File: config.mk
export PLATFORM = sky130hd
export DESIGN_NAME = canwake_detect
export DESIGN_NICKNAME = d
export VERILOG_FILES = /design/src/rtl/canwake_pkg.sv /design/src/rtl/canwake_filt.sv /design/src/rtl/canwake_win.sv /design/src/rtl/canwake_seq.sv /design/src/rtl/canwake_detect.sv
export SDC_FILE = /design/constraint.sdc
export NUM_CORES = 1
export LEC_CHECK = 0
export ABC_CLOCK_PERIOD_IN_PS = 2000
export BUFFER_PORTS_ARGS = -buffer_cell sky130_fd_sc_hd__buf_4
export CAP_MARGIN = 20
export CORE_MARGIN = 2
export CORE_UTILIZATION = 50
export DETAILED_ROUTE_END_ITERATION = 6
export MAX_ROUTING_LAYER = met4
export PLACE_DENSITY = 0.77
export SLEW_MARGIN = 20
export SYNTH_ARGS = -nofsm -noshare
export SYNTH_HDL_FRONTEND = slang
export SYNTH_SLANG_ARGS = --single-unit
File: constraint.sdc
create_clock -name clk -period 2 [get_ports clk]
set_input_delay 0.1 -clock clk [delete_from_list [all_inputs] [get_ports clk]]
set_output_delay 0.1 -clock clk [all_outputs]
set_load 0.005 [all_outputs]
File: src/rtl/canwake_pkg.sv
package canwake_pkg;
   typedef enum logic [2:0] {
      CW_IDLE = 3'd0,
      CW_DOM1 = 3'd1,
      CW_REC  = 3'd2,
      CW_DOM2 = 3'd3,
      CW_WOKE = 3'd4
   } cw_state_e;
endpackage

File: src/rtl/canwake_filt.sv
module canwake_filt #(
   parameter int FILT_LEN = 25
) (
   input  logic clk,
   input  logic rst_n,
   input  logic raw_i,
   output logic filt_o
);
   generate
      if (FILT_LEN <= 1) begin : g_direct
         always_ff @(posedge clk or negedge rst_n) begin
            if (!rst_n) filt_o <= 1'b0;
            else        filt_o <= raw_i;
         end
      end else begin : g_count
         localparam int CW = $clog2(FILT_LEN);
         localparam logic [CW-1:0] LAST = CW'(FILT_LEN - 1);
         logic [CW-1:0] diff_cnt;
         always_ff @(posedge clk or negedge rst_n) begin
            if (!rst_n) begin
               filt_o   <= 1'b0;
               diff_cnt <= '0;
            end else if (raw_i != filt_o) begin
               if (diff_cnt == LAST) begin
                  filt_o   <= raw_i;
                  diff_cnt <= '0;
               end else begin
                  diff_cnt <= diff_cnt + 1'b1;
               end
            end else begin
               diff_cnt <= '0;
            end
         end
      end
   endgenerate
endmodule

File: src/rtl/canwake_win.sv
module canwake_win #(
   parameter int WINDOW_LEN = 50000,
   localparam int WW = $clog2(WINDOW_LEN + 1)
) (
   input  logic          clk,
   input  logic          rst_n,
   input  logic          restart_i,
   input  logic          run_i,
   output logic          tmo_o,
   output logic [WW-1:0] cnt_o
);
   localparam logic [WW-1:0] LIMIT = WW'(WINDOW_LEN);

   always_ff @(posedge clk or negedge rst_n) begin
      if (!rst_n)                      cnt_o <= '0;
      else if (restart_i)              cnt_o <= WW'(1);
      else if (!run_i)                 cnt_o <= '0;
      else if (cnt_o != LIMIT)         cnt_o <= cnt_o + 1'b1;
   end

   assign tmo_o = run_i && (cnt_o == LIMIT);
endmodule

File: src/rtl/canwake_seq.sv
module canwake_seq
   import canwake_pkg::*;
#(
   parameter int PHASE_MIN = 25
) (
   input  logic      clk,
   input  logic      rst_n,
   input  logic      filt_dom,
   input  logic      stby_en,
   input  logic      abort_evt,
   input  logic      tmo,
   output cw_state_e state,
   output logic      win_restart,
   output logic      win_run
);
   localparam int RW = $clog2(PHASE_MIN + 1);
   localparam logic [RW-1:0] PMIN  = RW'(PHASE_MIN);
   localparam logic [RW-1:0] PMIN1 = RW'(PHASE_MIN - 1);

   cw_state_e     nxt;
   logic [RW-1:0] run_len, run_nxt, run_inc;

   assign run_inc = (run_len == PMIN) ? run_len : run_len + 1'b1;
   assign win_run = (state == CW_DOM1) || (state == CW_REC) || (state == CW_DOM2);

   always_comb begin
      nxt         = state;
      run_nxt     = run_len;
      win_restart = 1'b0;
      unique case (state)
         CW_IDLE: begin
            if (stby_en && !abort_evt && filt_dom) begin
               nxt         = CW_DOM1;
               run_nxt     = RW'(1);
               win_restart = 1'b1;
            end
         end
         CW_DOM1: begin
            if (filt_dom)             run_nxt = run_inc;
            else if (run_len >= PMIN) begin
               nxt     = CW_REC;
               run_nxt = RW'(1);
            end else                  nxt = CW_IDLE;
         end
         CW_REC: begin
            if (!filt_dom)            run_nxt = run_inc;
            else if (run_len >= PMIN) begin
               nxt     = CW_DOM2;
               run_nxt = RW'(1);
            end else begin
               nxt         = CW_DOM1;
               run_nxt     = RW'(1);
               win_restart = 1'b1;
            end
         end
         CW_DOM2: begin
            if (!filt_dom)              nxt = CW_IDLE;
            else if (run_len >= PMIN1)  nxt = CW_WOKE;
            else                        run_nxt = run_inc;
         end
         CW_WOKE: ;
         default: nxt = CW_IDLE;
      endcase
      if (!stby_en) begin
         nxt         = CW_IDLE;
         win_restart = 1'b0;
      end else if ((state != CW_WOKE) && (abort_evt || tmo)) begin
         nxt         = CW_IDLE;
         win_restart = 1'b0;
      end
   end

   always_ff @(posedge clk or negedge rst_n) begin
      if (!rst_n) begin
         state   <= CW_IDLE;
         run_len <= '0;
      end else begin
         state   <= nxt;
         run_len <= run_nxt;
      end
   end
endmodule

File: src/rtl/canwake_detect.sv
module canwake_detect
   import canwake_pkg::*;
#(
   parameter int PHASE_MIN  = 25,
   parameter int FILT_LEN   = 25,
   parameter int WINDOW_LEN = 50000
) (
   input  logic clk,
   input  logic rst_n,
   input  logic stby_en,
   input  logic bus_dom,
   input  logic abort_evt,
   output logic filt_dom,
   output logic wake_flag
);
   localparam int WW = $clog2(WINDOW_LEN + 1);

   generate
      if (PHASE_MIN < 2) begin : g_bad_phase
         $error("canwake_detect: PHASE_MIN must be at least 2");
      end
      if (FILT_LEN > PHASE_MIN) begin : g_bad_filt
         $error("canwake_detect: FILT_LEN must not exceed PHASE_MIN");
      end
      if (WINDOW_LEN <= 3 * PHASE_MIN) begin : g_bad_win
         $error("canwake_detect: WINDOW_LEN must exceed three phases");
      end
   endgenerate

   cw_state_e     state;
   logic          win_restart, win_run, tmo;
   logic [WW-1:0] win_cnt;

   canwake_filt #(.FILT_LEN(FILT_LEN)) u_filt (
      .clk(clk), .rst_n(rst_n), .raw_i(bus_dom), .filt_o(filt_dom)
   );

   canwake_seq #(.PHASE_MIN(PHASE_MIN)) u_seq (
      .clk(clk), .rst_n(rst_n), .filt_dom(filt_dom), .stby_en(stby_en),
      .abort_evt(abort_evt), .tmo(tmo), .state(state),
      .win_restart(win_restart), .win_run(win_run)
   );

   canwake_win #(.WINDOW_LEN(WINDOW_LEN)) u_win (
      .clk(clk), .rst_n(rst_n), .restart_i(win_restart), .run_i(win_run),
      .tmo_o(tmo), .cnt_o(win_cnt)
   );

   assign wake_flag = (state == CW_WOKE);
endmodule

==> impl_metrics.py <==
metrics = {
    "run_status": {
        "outcome": "finished, final reports clean",
    },
    "worst_setup_path": {
        "path_depth": 8,
        "worstPathCellList": "inv_1, ha_1, nor4_2, buf_4, o211ai_1, o21ai_4, buf_4, nor2_1",
        "cpMaxStageDelayCell": "dfrtp_1",
        "critPathMaxStageDelay_ns": 0.35,
        "path_class": "flip-flop to flip-flop",
        "critPathBufInv": 3,
        "r2r-start": "u_seq.run_len[1]",
        "cp-startpoint": "u_seq.run_len[1]",
        "r2r_cells": 8,
        "cp_data_required_time_ns": 2.22,
        "worstPathArrival_ns": 2.11,
        "path_delay_family": "buffers and inverters",
        "startpoint_type": "flip-flop",
        "cp-end-kind": "flip-flop",
        "crit_top_cell": "buf_4",
        "crit_fanout": 7,
    },
    "logic_synthesis": {
        "syn-cell-area_mm2": 0.001777,
        "ys_ff_latch": 30,
        "synth_cell_types": 50,
        "ys.warnings.count": 0,
        "async_flop_share_pct": 100.0,
        "synthFlopType": "dfrtp_1",
        "netlist.area_leader.share_pct": 42.25,
        "synth_area_leaders": "dfrtp_1 (42%), ha_1 (4.9%), nor2_1 (4.4%), xnor2_1 (4.4%), nand3_1 (3.4%)",
        "synth.largest_area_cell": "dfrtp_1",
        "synth_fp_nets": 199,
        "synth_cells": 187,
        "synth_edf_count": 0,
        "ys_seq_area_share_pct": 42.25,
        "avgSynthCellArea_um2": 9.501,
        "synth_most_common_cell": "dfrtp_1",
        "ys_top_cells_by_count": "dfrtp_1 (30), nor2_1 (21), inv_1 (13), nand3_1 (12)",
    },
    "floorplan": {
        "fp.dieH_um": 63.61,
        "num_rows": 21,
        "num_io_pins": 7,
        "core_mm2": 0.003363,
        "start_util_pct": 52.83,
        "die_x_um": 63.61,
        "die-area_mm2": 0.004046,
    },
    "clock_network": {
        "clock_latency_ns": 0.33,
        "cts-root-buf": "clkbuf_4",
        "cts.path.max_buffers": 2,
        "cts.clk_slew.worst_paths_ns": 0.09,
        "cts.sinks": 30,
        "cts_buffers": 5,
        "htree_levels": 2,
        "cts_tree": "built",
    },
    "min_path": {
        "hp-class": "primary input to flip-flop",
        "hold_depth": 2,
        "hold_start": "bus_dom",
    },
    "timing": {
        "min_period_over_period_pct": 94.18,
        "fmax_mhz": 530.9,
        "slew_violations": 0,
        "skew_ns": 0.005291,
        "hold_viol_final": 0,
        "whs_ns": 0.01620,
        "setup_viol": 0,
        "worst_slack_ns": 0.1164,
        "min_period_ns": 1.884,
        "worst_slew_pin_slew_ns": 0.5242,
        "slew-limit-headroom_pct": 65.05,
    },
    "place": {
        "dp_slack_ns": 0.04638,
        "io_buffers": 6,
        "post-place-cells": 242,
        "dp_hpwl_um": 2693,
        "gp_congestion": 0.8589,
    },
    "finish": {
        "fin_cells": 253,
        "drive_above_1_share_pct": 18.36,
        "nFillCells": 309,
        "syn2layout_area_growth_pct": 13.38,
        "post-route-util_pct": 59.90,
        "fin_nets": 218,
        "n_antenna_cell": 0,
    },
    "power": {
        "p_leak_uw": 0.0008085,
        "p_int_uw": 875.9,
        "power_uw": 1201,
        "p_clk_share_pct": 31.5,
        "power_frac_comb_pct": 14.6,
        "powerDensity_mw_per_mm2": 596.2,
        "swShare_pct": 27.07,
        "switchingPower_uw": 325.1,
        "power_frac_seq_pct": 53.9,
        "ir_drop_mv": 0.3246,
    },
    "drt": {
        "wl_per_cell_um": 14.82,
        "dr.pass1.iters": 4,
        "vias_per_cell": 5.830,
        "drt_wl_total_um": 3750,
        "vias": 1475,
        "drc": 0,
        "ant_nets": 0,
        "dr.first_iter.drc_count": 70,
    },
    "grt": {
        "track_usage_pct": 20.80,
        "grt_max_degree": 31,
        "grt_pass1_wl_um": 6389,
        "grt_pass1_vias": 1439,
        "grt_antenna_before_repair": 0,
        "overflow": 0,
    },
    "job": {
        "max-cap-violations": 0,
    },
}
[power groups by stage]
stage          logic [uW]  registers (uW)  clock network, uW
4_1_cts               166             647                387
6_report              176             647                378
2_1_floorplan        96.0             656                  0
3_5_place_dp          163             659                  0
5_1_grt               196             651                422
3_3_place_gp          154             657                  0
[final cells by class]
cell class / count / area (um2) / share of cell area (%)
Timing Repair Buffer: 18 / 137.6 / 6.832
Inverter: 13 / 48.80 / 2.422
Clock inverter: 1 / 5.005 / 0.2484
Multi-Input combinational cell: 138 / 959.7 / 47.64
Tap cell: 46 / 57.56 / 2.857
Sequential cell: 30 / 750.7 / 37.27
Clock buffer: 7 / 55.05 / 2.733
[kinds of logic (layout without fill, tap and decap cells)]
family,after synthesis,count (layout),synth area share [%]
XOR/XNOR,15,15,7.395
buffers and inverters,19,39,4.859
AO/OA/AOI/OAI,35,35,15.35
flip-flops,30,30,42.25
adder cells (fa/ha/maj),7,7,4.929
multiplexers,2,2,1.197
AND/OR/NAND/NOR,79,79,24.01
[final timing paths]
kind,endpoint,slack [ns]
worst max-delay path,u_win.cnt_o[5],0.12
worst min-delay path,u_filt.filt_o,0.02
worst max register to register,u_win.cnt_o[5],0.12
worst min register to register,u_filt.g_count.diff_cnt[0],0.51
max in group asynchronous,u_seq.run_len[1],1.49
min in group asynchronous,u_win.cnt_o[3],0.23
[state kept, by name, indices dropped and copies added (netlist names)]
| name | cells |
|---|---|
| u_filt.filt_o | 1 |
| u_filt.g_count.diff_cnt | 5 |
| u_seq.run_len | 5 |
| u_seq.state | 3 |
| u_win.cnt_o | 16 |
[placed cells by master, fill, tap and decap left out, drive strengths merged, types with 6 or more instances in the layout]
cell and count:
dfrtp 30, buf 17, xnor2 9, nand2 9
clkbuf 7, inv 13, nor2 21, nor3 7
xor2 6, nor4 7, nand3 12, ha 7
[stage by stage]
stage	setup TNS, ns	instance area [um2]
after global placement	0	1909
after global routing	-0.03684	2014
after detailed placement	0	1909
after CTS	0	1979
after floorplan	0	1777
final	0	2014
[routing by layer]
metal | share of wire [%] | wire length, um | track usage, % | vias to the layer above
met2 | 51 | 1906 | 32.76 | 40
met4 | 0.83 | 31 | 7.065 | 0
met1 | 44 | 1632 | 26.16 | 721
met3 | 4.8 | 180 | 5.357 | 4
met5 | 0 | 0 | - | -
li1 | - | - | - | 710
[repair_timing]
item,4_1_cts,5_1_grt
endpoints found under the setup margin,7,9
pin swaps,1,1
hold buffers,1,0
setup buffers,0,2
gates resized for setup,0,3
endpoints found under the hold margin,30,0
No activity file was read; power rests on OpenSTA's default activity.
